==> config.mk <==
export PLATFORM = sky130hd
export DESIGN_NAME = swallow_divider
export DESIGN_NICKNAME = d
export VERILOG_FILES = /design/src/rtl/swc_pkg.sv /design/src/rtl/swc_control.sv /design/src/rtl/swc_datapath.sv /design/src/rtl/swallow_divider.sv
export SDC_FILE = /design/constraint.sdc
export NUM_CORES = 1
export LEC_CHECK = 0
export ABC_AREA = 1
export BUFFER_PORTS_ARGS = -buffer_cell sky130_fd_sc_hd__buf_2
export CAP_MARGIN = 20
export CORE_MARGIN = 4
export CORE_UTILIZATION = 43
export DETAILED_ROUTE_END_ITERATION = 10
export PLACE_DENSITY_LB_ADDON = 0.2
export SLEW_MARGIN = 20
export SYNTH_ARGS = -nofsm -noshare
export SYNTH_HDL_FRONTEND = slang
export SYNTH_HIERARCHICAL = 1
export SYNTH_SLANG_ARGS = --single-unit
export TNS_END_PERCENT = 20
==> constraint.sdc <==
create_clock -name clk -period 2.8 [get_ports clk]
set_input_delay 0.56 -clock clk [delete_from_list [all_inputs] [get_ports clk]]
set_output_delay 0.56 -clock clk [all_outputs]
set_load 0.01 [all_outputs]
==> src/rtl/swc_pkg.sv <==
package swc_pkg;
  // Strobes from the control module to the datapath for one clock
  typedef struct packed {
    logic wrap;      // cycle boundary: reload the counters
    logic aStep;     // decrement the swallow counter
    logic capture;   // store a legal request as pending
    logic flagErr;   // record a rejected request
  } swcStrobe_t;
endpackage

==> src/rtl/swc_control.sv <==
module swc_control
  import swc_pkg::*;
#(
  parameter int M_W   = 10,
  parameter int A_W   = 7,
  parameter int M_MIN = 8
) (
  input  logic           mDone,
  input  logic           aDone,
  input  logic           loadStb,
  input  logic [M_W-1:0] loadM,
  input  logic [A_W-1:0] loadA,
  output swcStrobe_t     stb
);
  localparam logic [M_W-1:0] MMinV = M_W'(M_MIN);

  logic reqLegal;

  // A is legal over its full width; M needs the floor and M > A
  always_comb begin
    reqLegal = (loadM >= MMinV) && (loadM > M_W'(loadA));
    stb.wrap    = mDone;
    stb.aStep   = !aDone && !mDone;
    stb.capture = loadStb && reqLegal;
    stb.flagErr = loadStb && !reqLegal;
  end
endmodule

==> src/rtl/swc_datapath.sv <==
module swc_datapath
  import swc_pkg::*;
#(
  parameter int M_W   = 10,
  parameter int A_W   = 7,
  parameter int DEF_M = 10,
  parameter int DEF_A = 3
) (
  input  logic           clk,
  input  logic           rstN,
  input  swcStrobe_t     stb,
  input  logic [M_W-1:0] loadM,
  input  logic [A_W-1:0] loadA,
  output logic           mDone,
  output logic           aDone,
  output logic           errFlag
);
  localparam logic [M_W-1:0] OneM = M_W'(1);
  localparam logic [A_W-1:0] OneA = A_W'(1);

  logic [M_W-1:0] actM, pendM, mCnt;
  logic [A_W-1:0] actA, pendA, aCnt;
  logic           pendValid;

  // Running counters: mCnt holds the clocks left in the cycle, aCnt the low clocks left
  always_ff @(posedge clk or negedge rstN) begin
    if (!rstN) begin
      actM <= M_W'(DEF_M);
      actA <= A_W'(DEF_A);
      mCnt <= M_W'(DEF_M - 1);
      aCnt <= A_W'(DEF_A);
    end else if (stb.wrap) begin
      if (pendValid) begin
        actM <= pendM;
        actA <= pendA;
        mCnt <= pendM - OneM;
        aCnt <= pendA;
      end else begin
        mCnt <= actM - OneM;
        aCnt <= actA;
      end
    end else begin
      mCnt <= mCnt - OneM;
      if (stb.aStep) aCnt <= aCnt - OneA;
    end
  end

  // Pending ratio: set by a legal request, used up at a boundary
  always_ff @(posedge clk or negedge rstN) begin
    if (!rstN) begin
      pendM     <= '0;
      pendA     <= '0;
      pendValid <= 1'b0;
    end else if (stb.capture) begin
      pendM     <= loadM;
      pendA     <= loadA;
      pendValid <= 1'b1;
    end else if (stb.wrap) begin
      pendValid <= 1'b0;
    end
  end

  always_ff @(posedge clk or negedge rstN) begin
    if (!rstN)            errFlag <= 1'b0;
    else if (stb.flagErr) errFlag <= 1'b1;
  end

  assign mDone = (mCnt == '0);
  assign aDone = (aCnt == '0);
endmodule

==> src/rtl/swallow_divider.sv <==
module swallow_divider
  import swc_pkg::*;
#(
  parameter int M_W   = 10,
  parameter int A_W   = 7,
  parameter int M_MIN = 8,
  parameter int DEF_M = 10,
  parameter int DEF_A = 3
) (
  input  logic           clk,
  input  logic           rstN,
  input  logic           loadStb,
  input  logic [M_W-1:0] loadM,
  input  logic [A_W-1:0] loadA,
  output logic           modSel,
  output logic           divPulse,
  output logic           cfgErr
);
  swcStrobe_t stb;
  logic mDone, aDone, errFlag;

  swc_control #(.M_W(M_W), .A_W(A_W), .M_MIN(M_MIN)) u_ctrl (
    .mDone(mDone), .aDone(aDone), .loadStb(loadStb),
    .loadM(loadM), .loadA(loadA), .stb(stb)
  );

  swc_datapath #(.M_W(M_W), .A_W(A_W), .DEF_M(DEF_M), .DEF_A(DEF_A)) u_dp (
    .clk(clk), .rstN(rstN), .stb(stb), .loadM(loadM), .loadA(loadA),
    .mDone(mDone), .aDone(aDone), .errFlag(errFlag)
  );

  assign modSel   = aDone;
  assign divPulse = mDone;
  assign cfgErr   = errFlag;
endmodule

==> flow_summary.yaml <==
status:
  outcome: "completed"
sta:
  max_slew.worst_pin.slew_ns: 0.589
  fin_crit_sh: 0.885
  finClkSkew_ns: 0.0122
  fmax_mhz: 404
  totalNegativeSetupSlack_ns: 0
  hold_violations: 0
  rsz0062_at_grt: "no"
  setup_viol: 0
  report.final.slew_viol_count: 0
  min_period_ns: 2.48
  slew_headroom: 0.608
detailed_routing:
  dr.max_layer_used: "met4"
  vias_per_cell: 4.95
  drt_iter0_drc: 150
  wl_per_cell_um: 12.5
  wl_met1_um: 2890
  met3_length_um: 226
  dr.pass1.iters: 4
  met2_length_um: 2630
  route.detailed.drc: 0
  drt-total-wl_um: 5830
  ant_nets: 0
  vias: 2307
grt:
  grt_first_pass_wirelength_um: 10300
  antenna_found_initial: 0
  grt_max_degree: 30
  grt_pass1_vias: 2173
  track_usage: 0.154
  grt_overflow: 0
final_layout:
  layout_common_cells: "122 x nand2_1, 45 x dfrtp_1, 42 x inv_1, 27 x nor2_1, 22 x buf_2"
  diodes: 0
  post-route-util: 0.497
  drive_gt1_frac: 0.208
  fin_area_mm2: 0.00321
  layout_commonest_cell: "nand2_1"
  syn_to_final_growth_pct: 10.2
  nets: 417
setup_path:
  worstPathMaxFanout: 19
  worst-setup-path-type: "reg2reg"
  cp_data_arrival_time_ns: 2.67
  crit_required_ns: 2.99
  end_kind: "flip-flop"
  critPathLaunchType: "flip-flop"
  worstReg2RegStart: "u_dp/mCnt[6]"
  critPathLaunch: "u_dp/mCnt[6]"
synthesis:
  synth_xor_area_frac: 0.0120
  synthSimpleGateAreaFrac: 0.339
  synthMuxAreaShare: 0
  synth_cells: 365
  synth_seq_area_share: 0.459
  synth-compound-area-share: 0.0662
  synth_area_mm2: 0.00291
  yosys_most_used_dff: "dfrtp_1"
  async_flop_share: 1.00
  synth_cell_types: 36
  ys_warn_count: 6
  synth_top_family_by_area: "simple AND/OR/NAND/NOR gates"
  synth_edf_count: 0
  syn-num-nets: 394
  ys_ff_latch: 53
  synth_adder_area_share: 0.0387
  avgSynthCellArea_um2: 7.98
cts:
  post_cts_buffers: 0
  clockBufferDepth: 2
  clk_pin_slew_ns: 0.10
  clock_latency_ns: 0.31
  root_buffer: "clkbuf_8"
  clock_sinks: 53
  htree_levels: 2
  cts_buffers: 5
  cts_tree: "done"
floorplanning:
  dieArea_mm2: 0.00815
  die_width_um: 90.3
  die_y_um: 90.3
  core-area_mm2: 0.00646
  io_pins: 23
  row_count: 29
  start_util: 0.451
place:
  placed_area_mm2: 0.00310
  place.gp.congestion: 0.845
  hpwl_um: 4550
  portBuffers: 22
worst_hold_path:
  hold_class: "in2async"
power_and_ir_drop:
  power.leakage_nw: 1.72
  p_per_area_mw_per_mm2: 807
  peakVddDrop_mv: 0.285
flow_run:
  maxCapViolations: 0
-- Yosys cell counts, types with 2 or more instances --
cell type / count / area (um^2)
nand2_1: 122 / 458
dfrtp_1: 45 / 1130
inv_1: 42 / 158
nor2_1: 27 / 101
nand3_1: 20 / 100
o21ai_0: 15 / 75.1
ha_1: 9 / 113
dfstp_2: 8 / 210
inv_2: 8 / 30.0
nor2_4: 7 / 78.8
nand3_2: 6 / 60.1
nor3_1: 6 / 30.0
nand2_2: 5 / 31.3
a22oi_1: 4 / 30.0
clkbuf_1: 4 / 15.0
nor2_2: 4 / 25.0
a21oi_1: 3 / 15.0
buf_4: 3 / 22.5
nand2_4: 3 / 33.8
nand4_1: 3 / 18.8
o21bai_1: 3 / 22.5
xor2_1: 3 / 26.3
a31oi_1: 2 / 12.5
-- flip-flops by register name (all words and copies together) (netlist names) --
| name | cells |
|---|---|
| u_dp/aCnt | 7 |
| u_dp/actA | 7 |
| u_dp/actM | 10 |
| u_dp/errFlag | 1 |
| u_dp/mCnt | 10 |
| u_dp/pendA | 7 |
| u_dp/pendM | 10 |
| u_dp/pendValid | 1 |
-- where the power goes --
part	switching [mW]	internal [mW]	leakage, nW
clock	0.256	0.206	0.0518
combinational	0.554	0.346	1.05
sequential	0.155	1.07	0.624
-- per-stage QoR --
step / worst slack, ns / hold slack, ns / total power [mW] / cells
floorplan: 0.293 / 0.264 / 1.92 / 365
global placement: 0.328 / 0.450 / 2.14 / 458
detailed placement: 0.281 / 0.455 / 2.15 / 458
CTS: 0.255 / 0.256 / 2.61 / 466
global route: 0.0424 / 0.278 / 2.81 / 466
finish: 0.323 / 0.235 / 2.59 / 466
-- cell type report --
cell class / count / area (um^2)
clock buffer: 6 / 82.6
clock inverter: 2 / 17.5
fill: 636 / 3250
inverter: 51 / 194
multi-input combinational: 252 / 1330
sequential: 53 / 1340
tap: 77 / 96.3
timing repair buffer: 25 / 149
-- worst max-delay path, cell delays in order (launching register included) --
cell	delay [ns]
dfrtp_1	0.39
nor4_1	0.27
nand3_1	0.12
nor3_2	0.14
buf_6	0.22
inv_4	0.13
nand2_1	0.09
o21ai_2	0.07
nor2_4	0.13
ha_1	0.25
nand4_1	0.12
nor2_1	0.20
nand3_1	0.09
o21ai_0	0.09
nand2_1	0.07
-- metal layers --
| metal | track usage | vias up |
|---|---|---|
| met1 | 0.221 | 1064 |
| met4 | 0.0408 | 0 |
| met5 | 0 | - |
| met2 | 0.241 | 45 |
| li1 | - | 1191 |
| met3 | 0.0258 | 7 |
-- final timing paths --
| kind | end | slack (ns) | cells past startpoint |
|---|---|---|---|
| min in group clk | u_dp/pendA[5] | 0.47 | 3 |
| max in group asynchronous | u_dp/mCnt[3] | 1.92 | 2 |
| setup / recovery | u_dp/mCnt[8] | 0.32 | 14 |
| setup reg to reg | u_dp/mCnt[8] | 0.32 | 14 |
| hold / removal | u_dp/errFlag | 0.23 | 1 |
| hold reg to reg | u_dp/actA[1] | 0.48 | 2 |
-- cell families after synthesis --
| family | Yosys count |
|---|---|
| AND/OR/NAND/NOR | 207 |
| buffers and inverters | 60 |
| flip-flops | 53 |
| AO/OA/AOI/OAI | 32 |
| adder cells (fa/ha/maj) | 9 |
| XOR/XNOR | 4 |
-- what timing repair did --
| item | in CTS | in global routing |
|---|---|---|
| endpoints found under the setup margin | 0 | 1 |
| hold buffers | 0 | 0 |
| gates resized for setup | 0 | 1 |
(Power assumes the default switching activity.)
